[config.mk]
export PLATFORM = sky130hd
export DESIGN_NAME = pdiv_top
export DESIGN_NICKNAME = d
export VERILOG_FILES = /design/src/rtl/pdiv_pkg.sv /design/src/rtl/pdiv_cfg_check.sv /design/src/rtl/pdiv_core.sv /design/src/rtl/pdiv_edge_join.sv /design/src/rtl/pdiv_top.sv
export SDC_FILE = /design/constraint.sdc
export NUM_CORES = 1
export LEC_CHECK = 0
export CORE_AREA = 8 8 81 68
export CTS_BUF_LIST = sky130_fd_sc_hd__clkbuf_4 sky130_fd_sc_hd__clkbuf_8
export CTS_CLUSTER_SIZE = 25
export DETAILED_ROUTE_END_ITERATION = 7
export DIE_AREA = 0 0 89 76
export PLACE_DENSITY = 0.85
export RECOVER_POWER = 100
export SKIP_LAST_GASP = 1
export SYNTH_ARGS = -nofsm -noshare
export SYNTH_HDL_FRONTEND = slang
export SYNTH_SLANG_ARGS = --single-unit
[constraint.sdc]
create_clock -name clk_src -period 5.5 [get_ports clk_src]
set_clock_uncertainty 0.05 [all_clocks]
set_input_delay 1.375 -clock clk_src [delete_from_list [all_inputs] [get_ports clk_src]]
set_output_delay 1.375 -clock clk_src [all_outputs]
set_load 0.05 [all_outputs]
[src/rtl/pdiv_pkg.sv]
package pdiv_pkg;
    typedef enum logic [1:0] {
        ST_IDLE = 2'd0,
        ST_HIGH = 2'd1,
        ST_LOW  = 2'd2
    } div_state_e;
endpackage

[src/rtl/pdiv_cfg_check.sv]
module pdiv_cfg_check #(
    parameter int CW = 8
) (
    input  logic [CW-1:0] c,
    input  logic [CW:0]   h,
    input  logic          fb,
    output logic          ok
);
    localparam int HW = CW + 1;

    logic [HW-1:0] c_ext;
    logic [HW-1:0] h_max;

    always_comb begin
        c_ext = {1'b0, c};
        h_max = {c, 1'b0} - HW'(2);
        if (c == CW'(1)) begin
            ok = (h == HW'(1));
        end else if (c >= CW'(2)) begin
            ok = (h != '0) && (h <= h_max) && (!fb || (h == c_ext));
        end else begin
            ok = 1'b0;
        end
    end
endmodule

[src/rtl/pdiv_core.sv]
module pdiv_core
    import pdiv_pkg::*;
#(
    parameter int CW = 8
) (
    input  logic          clk,
    input  logic          rst,
    input  logic          en,
    input  logic          cfg_ok,
    input  logic [CW-1:0] c,
    input  logic [CW:0]   h,
    output logic          p,
    output logic          odd
);
    div_state_e    state_q, state_n;
    logic [CW-1:0] cnt_q, cnt_n;
    logic [CW-1:0] c_q, k_q;
    logic          odd_q;
    logic          load;
    logic          go;
    logic [CW-1:0] k_in;

    always_comb begin
        go   = en && cfg_ok && (c != CW'(1));
        k_in = h[CW:1] + {{(CW-1){1'b0}}, h[0]};
    end

    always_comb begin
        state_n = state_q;
        cnt_n   = cnt_q;
        load    = 1'b0;
        unique case (state_q)
            ST_IDLE: begin
                if (go) begin
                    state_n = ST_HIGH;
                    cnt_n   = CW'(1);
                    load    = 1'b1;
                end
            end
            ST_HIGH: begin
                if (cnt_q == k_q) begin
                    state_n = ST_LOW;
                    cnt_n   = CW'(1);
                end else begin
                    cnt_n = cnt_q + CW'(1);
                end
            end
            ST_LOW: begin
                if (cnt_q == (c_q - k_q)) begin
                    if (go) begin
                        state_n = ST_HIGH;
                        cnt_n   = CW'(1);
                        load    = 1'b1;
                    end else begin
                        state_n = ST_IDLE;
                        cnt_n   = '0;
                    end
                end else begin
                    cnt_n = cnt_q + CW'(1);
                end
            end
            default: begin
                state_n = ST_IDLE;
                cnt_n   = '0;
            end
        endcase
    end

    always_ff @(posedge clk) begin
        if (rst) begin
            state_q <= ST_IDLE;
            cnt_q   <= '0;
            c_q     <= '0;
            k_q     <= '0;
            odd_q   <= 1'b0;
        end else begin
            state_q <= state_n;
            cnt_q   <= cnt_n;
            if (load) begin
                c_q   <= c;
                k_q   <= k_in;
                odd_q <= h[0];
            end
        end
    end

    always_comb begin
        p   = (state_q == ST_HIGH);
        odd = odd_q;
    end

    // the high phase never outruns its latched count
    p_high_len_r2: assert property (@(posedge clk) disable iff (rst)
        (state_q == ST_HIGH) |-> (cnt_q <= k_q));

    // the low phase never outruns the rest of the period
    p_low_len_r3: assert property (@(posedge clk) disable iff (rst)
        (state_q == ST_LOW) |-> (cnt_q <= (c_q - k_q)));

    // a running period always carries a legal high count
    p_start_legal_r6: assert property (@(posedge clk) disable iff (rst)
        (state_q == ST_HIGH) |-> ((k_q >= CW'(1)) && (k_q < c_q)));

    // leaving LOW for IDLE happens only at the period end without run permission
    p_stop_r10: assert property (@(posedge clk) disable iff (rst)
        (state_q == ST_LOW && state_n == ST_IDLE) |-> !go);
endmodule

[src/rtl/pdiv_edge_join.sv]
module pdiv_edge_join (
    input  logic clk,
    input  logic rst,
    input  logic p,
    input  logic odd,
    input  logic byp_req,
    output logic clk_out
);
    logic n_q;
    logic byp_q;

    always_ff @(negedge clk) begin
        if (rst) begin
            n_q   <= 1'b0;
            byp_q <= 1'b0;
        end else begin
            n_q   <= p;
            byp_q <= byp_req;
        end
    end

    always_comb begin
        clk_out = (byp_q & clk) | (odd ? (p & n_q) : p);
    end

    // pass-through and divided paths are never active together
    p_no_overlap_r9: assert property (@(posedge clk) disable iff (rst)
        !(byp_q && p));
endmodule

[src/rtl/pdiv_top.sv]
module pdiv_top #(
    parameter int CW = 8
) (
    input  logic          clk_src,
    input  logic          rst,
    input  logic          en,
    input  logic [CW-1:0] div_c,
    input  logic [CW:0]   high_h,
    input  logic          fb_mode,
    output logic          clk_out,
    output logic          cfg_ok
);
    logic ok;
    logic p;
    logic odd;
    logic byp_req;

    pdiv_cfg_check #(.CW(CW)) i_check (
        .c  (div_c),
        .h  (high_h),
        .fb (fb_mode),
        .ok (ok)
    );

    pdiv_core #(.CW(CW)) i_core (
        .clk    (clk_src),
        .rst    (rst),
        .en     (en),
        .cfg_ok (ok),
        .c      (div_c),
        .h      (high_h),
        .p      (p),
        .odd    (odd)
    );

    always_comb begin
        byp_req = en && ok && (div_c == CW'(1));
        cfg_ok  = ok;
    end

    pdiv_edge_join i_join (
        .clk     (clk_src),
        .rst     (rst),
        .p       (p),
        .odd     (odd),
        .byp_req (byp_req),
        .clk_out (clk_out)
    );
endmodule

==> run_results.csv <==
group,metric,value,unit
clock_network,clk_pin_slew_worst_paths,70,ps
setup_path,endpoint_kind,"flop",
routing,drt_wl_total,7061,microns
sta,setup_viol,1,
routing,met1Wirelength,3004,microns
cells_and_area,layout-drive-gt1-share,0.1806,
floorplanning,die-area,6764,sq um
setup_path,cp_cell_sequence,"buf_8, nor3_4, nand2b_4, buf_4, nor2_2, xnor2_1, ha_1, a21oi_2, o21ai_1, nor2b_1, a211o_1, nand2_2, a2111oi_4",
floorplanning,start_util,0.5598,
routing,drtIter0Drc,181,
cells_and_area,final_common_cell,"buf_4",
synth,synth-warning-count,0,
sta,hold_viol,0,
hold_path,min_to,"i_core.c_q[0]",
sta,fin_ws,-265.9,ps
floorplanning,core-area,4349,sq um
sta,timing.final.max_slew_violations,0,
setup_path,crit_path_top_delay_cell,"ha_1",
clock_network,cts_tree,"done",
floorplanning,ios,23,
grt,grt_pass1_vias,2518,
place,hpwl,4926,microns
setup_path,rrSetupSlack,1990,ps
clock_network,clock_latency,400,ps
place,gp_congestion,0.8698,
grt,antenna_found_initial,0,
cells_and_area,stdcell_count,420,
sta,max-slew-margin-rel,0.3051,
grt,gr-total-overflow,0,
setup_path,worstPathMaxFanout,4,
floorplanning,die_width,89,microns
routing,dr_wl_met3,505,microns
hold_path,hold-path-cell-count,2,
sta,rsz0062_at_grt,"true",
synth,synth_nets,353,
synth,avgSynthCellArea,7.905,sq um
setup_path,r2r_start,"i_core.state_q[1]",
hold_path,min_from,"i_core.c_q[0]",
hold_path,hold_path_class,"reg -> reg",
sta,tightest_slew,1029,ps
cells_and_area,layout_common_cells,"buf_4, xnor2_1, a21oi_1, dfxtp_1",
grt,grt_pass1_wl,11590,microns
synth,syn_inst,308,
synth,ys_types,43,
setup_path,required,3070,ps
synth,netlist_area,2435,sq um
place,dp.cells,405,
setup_path,max_stage_delay,280,ps
routing,via_per_inst,5.943,
routing,wl_met2,3300,microns
cells_and_area,syn_to_final_growth,27.70,%
floorplanning,die_y,76,microns
outcome,violations,"setup timing",
cells_and_area,num_antenna_cells,0,
power,p_per_area,250.3,nW/um^2
routing,final_antenna_net_count,0,
setup_path,r2r_end,"i_join.n_q",
power,peakVddDrop,0.0001738,V
setup_path,r2r_cells,3,
setup_path,worst_setup_path_start_kind,"input pin",
setup_path,arrival,3340,ps
flow_run,maxCapViolCount,0,
power,leakage,1.222,nW
routing,vias,2496,
cells_and_area,num-fill-cells,340,
cells_and_area,fin_util,0.7149,
setup_path,cp-startpoint,"div_c[1]",
clock_network,cts_hold_buffers,0,
routing,drc,0,
cells_and_area,nets,404,
grt,grt.total_usage,0.2197,
synth,ys_ff_latch,29,
place,numPortBuffers,22,
outcome,outcome,"finished, violations left",
grt,grt_max_degree,29,
routing,routed.top_layer,"met4",
routing,routedWlPerCell,16.81,microns
synth,seq_area_frac_synth,0.2384,
place,place_ws,-1191,ps
setup_path,setup.worst_path.class,"in -> reg",
floorplanning,placementRows,22,
routing,dr.pass1.iters,8,
-- layer usage --
metal  up-vias  track usage
met5         -            0
met4         0       0.1194
met3        29      0.07974
met2       113       0.3294
met1      1160       0.2627
li1       1194            -
-- layout make-up --
| cell class | count | area, sq um | share of cell area |
|---|---|---|---|
| Clock buffer | 11 | 142.6 | 0.04588 |
| Clock inverter | 3 | 12.51 | 0.004024 |
| Inverter | 20 | 75.07 | 0.02414 |
| Multi-Input combinational cell | 240 | 1745 | 0.5614 |
| Sequential cell | 29 | 581.8 | 0.1871 |
| Tap cell | 60 | 75.07 | 0.02414 |
| Timing Repair Buffer | 57 | 476.7 | 0.1533 |
-- logic make-up (layout without fill, tap and decap cells) --
kind of cell	count (synthesis)	in the layout	synth area share
AND/OR/NAND/NOR	89	89	0.1814
flip-flops	29	29	0.2384
buffers and inverters	39	91	0.07451
XOR/XNOR	43	43	0.1547
AO/OA/AOI/OAI	84	84	0.2246
adder cells (fa/ha/maj)	24	24	0.1264
-- state kept, by name (all words and copies together) (netlist names) --
signal / count
i_core.state_q: 2
i_join.byp_q: 1
i_core.k_q: 8
i_core.c_q: 8
i_core.cnt_q: 8
i_core.odd: 1
i_join.n_q: 1
-- worst max path at each step --
stage / endpoint / cells past startpoint
after floorplan: i_join.byp_q / 12
after CTS: i_join.byp_q / 12
final: i_join.byp_q / 13
after detailed placement: i_join.byp_q / 12
after global placement: i_join.byp_q / 12
after global routing: i_join.byp_q / 13
-- critical path: cells and delay by family --
family / cells / cell delay (ps)
xor gates and xnor gates: 1 / 130
and+or+nand+nor: 5 / 620
buffers and inverters: 2 / 250
adders and majority gates: 1 / 280
AOI/OAI and AO/OA: 4 / 670
-- stage by stage --
stage / hold slack, ps / TNS [ps] / cell area (sq um) / power, mW
final: 437.4 / -265.9 / 3109 / 0.7782
after global routing: 461.8 / -359.6 / 3109 / 0.8245
after CTS: 440.1 / -289.9 / 3087 / 0.7701
after detailed placement: 427.2 / -1191 / 2884 / 0.5080
after global placement: 417.2 / -1031 / 2884 / 0.5002
after floorplan: 398.9 / -619.8 / 2446 / 0.4326
-- cell usage after synthesis (all sizes together) --
library cell,instances,share of area
a2111oi,2,0.015
a211o,1,0.0036
a211oi,8,0.025
a21o,1,0.0031
a21oi,29,0.060
a22o,1,0.0036
a32o,1,0.0041
a32oi,1,0.0036
a41o,1,0.0041
a41oi,1,0.0036
and2,3,0.0077
and3,4,0.010
buf,10,0.030
clkbuf,8,0.012
dfxtp,29,0.24
fa,1,0.0082
ha,23,0.12
inv,21,0.032
nand2,20,0.031
nand2b,1,0.0026
nand3,23,0.047
nand4,5,0.013
nor2,15,0.023
nor2b,5,0.013
nor3,8,0.018
nor4,3,0.0077
o211a,1,0.0041
o211ai,3,0.0092
o21a,3,0.0092
o21ai,22,0.045
o21bai,1,0.0031
o221ai,2,0.0072
o31ai,2,0.0062
o32ai,3,0.011
o41a,1,0.0046
or3,1,0.0046
or4,1,0.0031
xnor2,29,0.10
xor2,14,0.050
-- power by group --
group          switching [mW]  internal (mW)
clock network           0.105          0.162
registers              0.0162          0.224
logic                   0.151          0.120
-- what timing repair did --
action / 4_1_cts / 5_1_grt
buffers inserted: 3 / 0
gates cloned: 0 / 0
resized for setup: 37 / 4
pin swaps: 10 / 9
endpoints found under the setup margin: 4 / 1
Power figures use the tool's default switching activity.
